===== src/rtl/cfg_ratio_pkg.sv =====
`timescale 1ns/1ps
package cfg_ratio_pkg;
  typedef enum logic [1:0] {
    RATIO_X1 = 2'd0,
    RATIO_X2 = 2'd1,
    RATIO_X4 = 2'd2,
    RATIO_X8 = 2'd3
  } ratio_e;

  // compressed -> x4 base, encrypted-only -> x2 base, 32-bit width doubles
  function automatic ratio_e ratio_pick(input logic enc, input logic cmp, input logic wide);
    logic [1:0] base;
    if (!enc && !cmp) return RATIO_X1;
    base = cmp ? 2'd2 : 2'd1;
    return ratio_e'(base + {1'b0, wide});
  endfunction
endpackage


===== src/rtl/cfg_word_tracker.sv =====
`timescale 1ns/1ps
module cfg_word_tracker #(
  parameter int LAST_IDX = 229,
  parameter int IDX_W    = $clog2(LAST_IDX + 2)
) (
  input  logic             clk_i,
  input  logic             rst_ni,
  input  logic             sos_i,
  input  logic             vld_i,
  input  logic             last_i,
  output logic             acc_o,
  output logic             end_o,
  output logic [IDX_W-1:0] idx_o
);
  localparam logic [IDX_W-1:0] SAT = IDX_W'(LAST_IDX + 1);

  logic             active_q;
  logic [IDX_W-1:0] cnt_q;

  assign acc_o = vld_i & (active_q | sos_i);
  assign end_o = acc_o & last_i;
  assign idx_o = sos_i ? '0 : cnt_q;

  always_ff @(posedge clk_i or negedge rst_ni) begin
    if (!rst_ni) begin
      active_q <= 1'b0;
    end else if (end_o) begin
      active_q <= 1'b0;
    end else if (sos_i) begin
      active_q <= 1'b1;
    end
  end

  always_ff @(posedge clk_i or negedge rst_ni) begin
    if (!rst_ni) begin
      cnt_q <= '0;
    end else if (sos_i) begin
      cnt_q <= vld_i ? IDX_W'(1) : '0;
    end else if (acc_o && cnt_q != SAT) begin
      cnt_q <= cnt_q + 1'b1;
    end
  end

  // index never passes the saturation point
  p_cnt_sat_r9: assert property (@(posedge clk_i) disable iff (!rst_ni)
    cnt_q <= SAT);

  // no accepted word, no start -> index frozen
  p_cnt_hold_r10: assert property (@(posedge clk_i) disable iff (!rst_ni)
    (!acc_o && !sos_i) |=> $stable(cnt_q));
endmodule


===== src/rtl/cfg_field_capture.sv =====
`timescale 1ns/1ps
module cfg_field_capture #(
  parameter int DATA_W  = 32,
  parameter int IDX_W   = 8,
  parameter int ENC_IDX = 69,
  parameter int ENC_LSB = 2,
  parameter int ENC_W   = 2,
  parameter int CMP_IDX = 229,
  parameter int CMP_BIT = 1
) (
  input  logic              clk_i,
  input  logic              rst_ni,
  input  logic              sos_i,
  input  logic              acc_i,
  input  logic [IDX_W-1:0]  idx_i,
  input  logic [DATA_W-1:0] word_i,
  output logic              enc_o,
  output logic              cmp_o,
  output logic              hit_cmp_o
);
  localparam logic [IDX_W-1:0] ENC_POS = IDX_W'(ENC_IDX);
  localparam logic [IDX_W-1:0] CMP_POS = IDX_W'(CMP_IDX);

  logic hit_enc;
  logic enc_q;

  assign hit_enc   = acc_i && (idx_i == ENC_POS);
  assign hit_cmp_o = acc_i && (idx_i == CMP_POS);
  // flag clear means compressed
  assign cmp_o     = ~word_i[CMP_BIT];
  assign enc_o     = enc_q;

  always_ff @(posedge clk_i or negedge rst_ni) begin
    if (!rst_ni) begin
      enc_q <= 1'b0;
    end else if (hit_enc) begin
      enc_q <= |word_i[ENC_LSB +: ENC_W];
    end else if (sos_i) begin
      enc_q <= 1'b0;
    end
  end

  // encryption indicator moves only at its own word or a start
  p_enc_hold_r2: assert property (@(posedge clk_i) disable iff (!rst_ni)
    (!hit_enc && !sos_i) |=> $stable(enc_q));
endmodule


===== src/rtl/cfg_ratio_encode.sv =====
`timescale 1ns/1ps
module cfg_ratio_encode
  import cfg_ratio_pkg::*;
#(
  parameter int IDX_W   = 8,
  parameter int CMP_IDX = 229
) (
  input  logic             clk_i,
  input  logic             rst_ni,
  input  logic             sos_i,
  input  logic             wide_i,
  input  logic             end_i,
  input  logic [IDX_W-1:0] idx_i,
  input  logic             enc_i,
  input  logic             cmp_i,
  input  logic             hit_cmp_i,
  output logic [1:0]       ratio_o,
  output logic             ratio_vld_o,
  output logic             short_err_o
);
  localparam logic [IDX_W-1:0] CMP_POS = IDX_W'(CMP_IDX);

  logic   wide_q;
  logic   vld_q;
  logic   err_q;
  ratio_e ratio_q;
  logic   short_end;

  assign short_end = end_i && (idx_i < CMP_POS);

  always_ff @(posedge clk_i or negedge rst_ni) begin
    if (!rst_ni) wide_q <= 1'b0;
    else if (sos_i) wide_q <= wide_i;
  end

  always_ff @(posedge clk_i or negedge rst_ni) begin
    if (!rst_ni) begin
      vld_q   <= 1'b0;
      err_q   <= 1'b0;
      ratio_q <= RATIO_X1;
    end else if (sos_i) begin
      vld_q   <= 1'b0;
      err_q   <= short_end;
      ratio_q <= RATIO_X1;
    end else if (hit_cmp_i) begin
      vld_q   <= 1'b1;
      ratio_q <= ratio_pick(enc_i, cmp_i, wide_q);
    end else if (short_end) begin
      err_q   <= 1'b1;
    end
  end

  assign ratio_o     = ratio_q;
  assign ratio_vld_o = vld_q;
  assign short_err_o = err_q;

  p_excl_r8: assert property (@(posedge clk_i) disable iff (!rst_ni)
    !(vld_q && err_q));

  p_vld_next_r7: assert property (@(posedge clk_i) disable iff (!rst_ni)
    hit_cmp_i |=> vld_q);

  p_vld_hold_r7: assert property (@(posedge clk_i) disable iff (!rst_ni)
    (vld_q && !sos_i) |=> (vld_q && $stable(ratio_q)));

  p_plain_x1_r4: assert property (@(posedge clk_i) disable iff (!rst_ni)
    (hit_cmp_i && !enc_i && !cmp_i) |=> (ratio_q == RATIO_X1));

  p_zero_idle_r12: assert property (@(posedge clk_i) disable iff (!rst_ni)
    !vld_q |-> (ratio_q == RATIO_X1));

  p_sos_clear_r1: assert property (@(posedge clk_i) disable iff (!rst_ni)
    (sos_i && !end_i) |=> (!vld_q && !err_q));

  p_wide_hold_r11: assert property (@(posedge clk_i) disable iff (!rst_ni)
    !sos_i |=> $stable(wide_q));
endmodule


===== src/rtl/cfg_ratio_detect.sv =====
`timescale 1ns/1ps
module cfg_ratio_detect #(
  parameter int DATA_W  = 32,
  parameter int ENC_IDX = 69,
  parameter int ENC_LSB = 2,
  parameter int ENC_W   = 2,
  parameter int CMP_IDX = 229,
  parameter int CMP_BIT = 1
) (
  input  logic              clk_i,
  input  logic              rst_ni,
  input  logic              sos_i,
  input  logic              word_vld_i,
  input  logic              word_last_i,
  input  logic [DATA_W-1:0] word_i,
  input  logic              wide_i,
  output logic [1:0]        ratio_o,
  output logic              ratio_vld_o,
  output logic              short_err_o
);
  localparam int IDX_W = $clog2(CMP_IDX + 2);

  logic             acc;
  logic             stream_end;
  logic [IDX_W-1:0] idx;
  logic             enc;
  logic             cmp;
  logic             hit_cmp;

  cfg_word_tracker #(
    .LAST_IDX (CMP_IDX),
    .IDX_W    (IDX_W)
  ) u_tracker (
    .clk_i  (clk_i),
    .rst_ni (rst_ni),
    .sos_i  (sos_i),
    .vld_i  (word_vld_i),
    .last_i (word_last_i),
    .acc_o  (acc),
    .end_o  (stream_end),
    .idx_o  (idx)
  );

  cfg_field_capture #(
    .DATA_W  (DATA_W),
    .IDX_W   (IDX_W),
    .ENC_IDX (ENC_IDX),
    .ENC_LSB (ENC_LSB),
    .ENC_W   (ENC_W),
    .CMP_IDX (CMP_IDX),
    .CMP_BIT (CMP_BIT)
  ) u_capture (
    .clk_i     (clk_i),
    .rst_ni    (rst_ni),
    .sos_i     (sos_i),
    .acc_i     (acc),
    .idx_i     (idx),
    .word_i    (word_i),
    .enc_o     (enc),
    .cmp_o     (cmp),
    .hit_cmp_o (hit_cmp)
  );

  cfg_ratio_encode #(
    .IDX_W   (IDX_W),
    .CMP_IDX (CMP_IDX)
  ) u_encode (
    .clk_i       (clk_i),
    .rst_ni      (rst_ni),
    .sos_i       (sos_i),
    .wide_i      (wide_i),
    .end_i       (stream_end),
    .idx_i       (idx),
    .enc_i       (enc),
    .cmp_i       (cmp),
    .hit_cmp_i   (hit_cmp),
    .ratio_o     (ratio_o),
    .ratio_vld_o (ratio_vld_o),
    .short_err_o (short_err_o)
  );
endmodule


===== config.mk =====
export PLATFORM = sky130hd
export DESIGN_NAME = cfg_ratio_detect
export DESIGN_NICKNAME = d
export VERILOG_FILES = /design/src/rtl/cfg_ratio_pkg.sv /design/src/rtl/cfg_word_tracker.sv /design/src/rtl/cfg_field_capture.sv /design/src/rtl/cfg_ratio_encode.sv /design/src/rtl/cfg_ratio_detect.sv
export SDC_FILE = /design/constraint.sdc
export NUM_CORES = 1
export LEC_CHECK = 0
export BUFFER_PORTS_ARGS = -buffer_cell sky130_fd_sc_hd__buf_4
export CORE_MARGIN = 8
export CORE_UTILIZATION = 23
export DETAILED_ROUTE_END_ITERATION = 10
export GPL_TIMING_DRIVEN = 0
export PLACE_DENSITY = 0.54
export SETUP_SLACK_MARGIN = 0.05
export SYNTH_ARGS = -nofsm -noshare
export SYNTH_HDL_FRONTEND = slang
export SYNTH_HIERARCHICAL = 1
export SYNTH_SLANG_ARGS = --single-unit
export TNS_END_PERCENT = 30

===== constraint.sdc =====
create_clock -name clk_i -period 2.6 [get_ports clk_i]
set_input_delay 0.26 -clock clk_i [delete_from_list [all_inputs] [get_ports clk_i]]
set_output_delay 0.26 -clock clk_i [all_outputs]
set_load 0.03 [all_outputs]

==> results <==
- The worst setup path is launched from a primary input.
- The mean area per synthesized cell is 9.67 sq um.
- Summed over all cells, the static leakage comes to roughly 0.00050 uW.
- Dividing the final minimum period by the clock period gives 0.922.
- After layout, the minimum clock period comes to between 2 and 2.5 ns.
- The number of max-slew violations in the final report is 0.
- Fill cells in the final layout number between 400 and 500.
- Buffers inserted during clock tree synthesis total 3.
- The number of port buffers is 12.
- Setup repair after global routing left no endpoint under its margin.
- The die covers approximately 0.0064 sq mm.
- The number of storage elements in the synthesis netlist is 15.
- The detailed-route wire length is 2190 um.
- The share of synthesized registers carrying an async set or reset is 1.00.
- The global route total overflow is 0.
- The pre-antenna-repair detailed-routing pass consisted of 4 iterations.
- Setup slack closes at 0.204 ns.
- The horizontal extent of the die is between 70 and 80 um.
- The power density over the cells is between 400 and 500 mW/mm^2.
- The sort of element at the end of the critical path is a register.
- The remaining antenna violation count after routing is 0.
- The number of antenna violations at the first check in global routing came to 0.
- Entering global routing, the biggest net connects 16 pins.
- In the routed layout, each cell is associated on average with a via count of between 4 and 5.
- The level count of the clock H-tree is 1.
- The global-route wire length before repair is between 3000 and 4000 um.
- For this run, the register share of the synthesized area comes to 0.400.
- The cell count after synthesis is just under 100.
- The HPWL reported at the end of detailed placement is between 1500 and 2000 um.
- The warning count from the yosys run is 6.
- In the final layout, the share of cells above drive strength 1 is 0.228.
- Summing over every cut layer, the via total after detailed routing is around 800.
- The clock latency at the later pin of the worst-skew pair is about 0.25 ns.
- The starting utilization of the core area is 0.236.
- The post-synthesis instance area is 938 sq um.
- Timing would allow up to approximately 420 MHz.
- The final weighted congestion in routability-driven placement is 0.801.
- The area growth from synthesis to layout is 22.1%.
- The number of placed I/O pins is 42.
- The tool flagged a number of max-cap violations equal to 0.
- The slew at the pin with the worst max-slew slack is slightly below 0.8 ns.
- The data arrival at the endpoint of the critical path is about 2.5 ns.
- The per-cell routed wire length is 13.4 um.
- The worst setup path is of the primary input to register kind.
- The clock passes through at most 2 buffers.
- For this run, the leading register cell type out of synthesis is dfrtp_1.
- The flow ran to the end, and the final reports show no timing, DRC or antenna violations.
- The count of cell types in the netlist is 41.
- Timing analysis after detailed placement gives a worst setup slack of -0.0434 ns.
- The core outline area is 0.00397 sq mm.
- The net count of the finished layout is between 150 and 200.
- Between clock sinks in the finished design, the worst skew comes to 0.00188 ns.
- The internal reg-to-reg setup slack is approximately 0.24 ns.
- The floorplan has 23 rows.
- The clock root buffer is clkbuf_8.
- The maximum vdd drop is about 0.11 mV.
- The min-delay analysis places its worst path in the category primary input to register.
- The global-route usage over all layers is 0.0736.
- The via count of the first global-routing pass was around 800.
- The number of hold violations in the final report is 0.
- The post-cts sizing count is 0.
- The final count of negative-setup-slack endpoints is 0.
- The relative max-transition margin is 0.470.
- The number of enable flip-flop cells after synthesis is 0.
- The hold slack is about 0.18 ns.
- The die height is 79.9 um.
- TritonCTS built the clock tree.
- The synthesized netlist net count is 138.
- Clock-pin slew was measured on the worst setup and hold paths at approximately 0.06 ns.
- The repair_antennas step left the layout with diodes totalling 0.
- STA puts the critical path data required time at between 2 and 3 ns.
- The peak fanout along the critical path is 12.
- CTS saw 15 sinks.
- The final routed DRC violation total is 0.
- The number of DRC violations after detailed-routing iteration 0 is 18.
worst max-delay path: stages:
cell	delay (ns)
buf_4	0.16
buf_2	0.23
buf_2	0.25
nor2b_1	0.09
or3b_1	0.39
nor3_1	0.66
nand2b_4	0.09
a32oi_1	0.27
o31ai_2	0.10
power by group:
| part | total, uW | leakage, uW | switching [uW] | internal [uW] |
|---|---|---|---|---|
| clock | 191 | 0.0000228 | 82.2 | 109 |
| combinational | 74.7 | 0.000274 | 41.9 | 32.9 |
| sequential | 253 | 0.000199 | 10.3 | 243 |
| total | 519 | 0.000496 | 134 | 384 |
Yosys cell counts (2+ instances only):
library cell	number	area share
dfrtp_1	15	0.40
nor2_1	10	0.040
inv_1	8	0.032
a21oi_1	6	0.032
nor2b_1	5	0.033
nand2_1	4	0.016
ha_1	3	0.040
mux2_1	3	0.036
nand2b_1	3	0.020
nand3b_1	3	0.024
o21ai_0	3	0.016
buf_2	2	0.011
nand3_1	2	0.011
nor3_1	2	0.011
or3_1	2	0.013
registers in the layout, summed over array words and instances (netlist names):
signal / cells
u_tracker/active_q: 1
u_encode/ratio_vld_o: 1
u_encode/wide_q: 1
u_encode/ratio_o: 2
u_tracker/cnt_q: 8
u_capture/enc_o: 1
u_encode/short_err_o: 1
routing by layer:
layer / wire length [um] / track usage / share of wire
met2: 1090 / 0.127 / 0.50
met4: 24 / 0.0327 / 0.011
met5: 0 / 0 / 0
met1: 946 / 0.0795 / 0.43
met3: 131 / 0.0248 / 0.060
kinds of logic after synthesis:
logic type | after synthesis | synth area share
multiplexers | 4 | 0.0467
AND/OR/NAND/NOR | 42 | 0.284
buffers and inverters | 10 | 0.0427
adder cells (fa/ha/maj) | 3 | 0.0400
flip-flops | 15 | 0.400
AO/OA/AOI/OAI | 23 | 0.187
timing repair:
action,in CTS,in global routing
hold buffers,1,0
endpoints found under the hold margin,15,0
buffers inserted,0,0
final timing paths:
| check | from | endpoint | cells past startpoint |
|---|---|---|---|
| setup / recovery | sos_i | u_encode/short_err_o$_DFFE_PN0P_ | 9 |
| setup reg to reg | u_tracker/cnt_q[0]$_DFFE_PN0P_ | u_encode/short_err_o$_DFFE_PN0P_ | 7 |
| min in group asynchronous | rst_ni | u_capture/enc_o$_DFFE_PN0P_ | 2 |
| hold reg to reg | u_encode/ratio_vld_o$_DFFE_PN0P_ | u_encode/ratio_vld_o$_DFFE_PN0P_ | 2 |
| hold / removal | word_last_i | u_tracker/active_q$_DFFE_PN0P_ | 2 |
| max in group asynchronous | rst_ni | u_tracker/cnt_q[7]$_DFFE_PN0P_ | 2 |
layout by cell type, fill, tap and decap left out, types with 2 or more instances in the layout:
cell type | Yosys | layout
nand3_1 | 2 | 2
o21ai_0 | 3 | 3
buf_2 | 2 | 2
nand2b_1 | 3 | 3
a21oi_1 | 6 | 6
buf_4 | 0 | 12
nor3_1 | 2 | 2
nor2b_1 | 5 | 5
ha_1 | 3 | 3
inv_1 | 8 | 8
or3_1 | 2 | 2
nand2_1 | 4 | 4
nor2_1 | 10 | 10
dfrtp_1 | 15 | 15
clkbuf_8 | 0 | 3
nand3b_1 | 3 | 3
mux2_1 | 3 | 3
metrics by stage:
stage               instance area (sq um)  setup TNS [ns]   util  cells  power, uW
floorplan                             938               0      -     97        299
global placement                     1090               0  0.275    159        328
detailed placement                   1090         -0.0434  0.275    159        331
CTS                                  1150               0  0.289    164        533
global route                         1150               0  0.289    164        551
finish                               1150               0  0.289    164        519
layout make-up:
class	count	area (sq um)	area share
Clock buffer	4	45.0	0.0393
Timing Repair Buffer	13	100	0.0873
Buffer	2	10.0	0.00873
Tap cell	50	62.6	0.0546
Inverter	8	30.0	0.0262
Multi-Input combinational cell	72	523	0.456
Sequential cell	15	375	0.328
(Power assumes the default switching activity.)
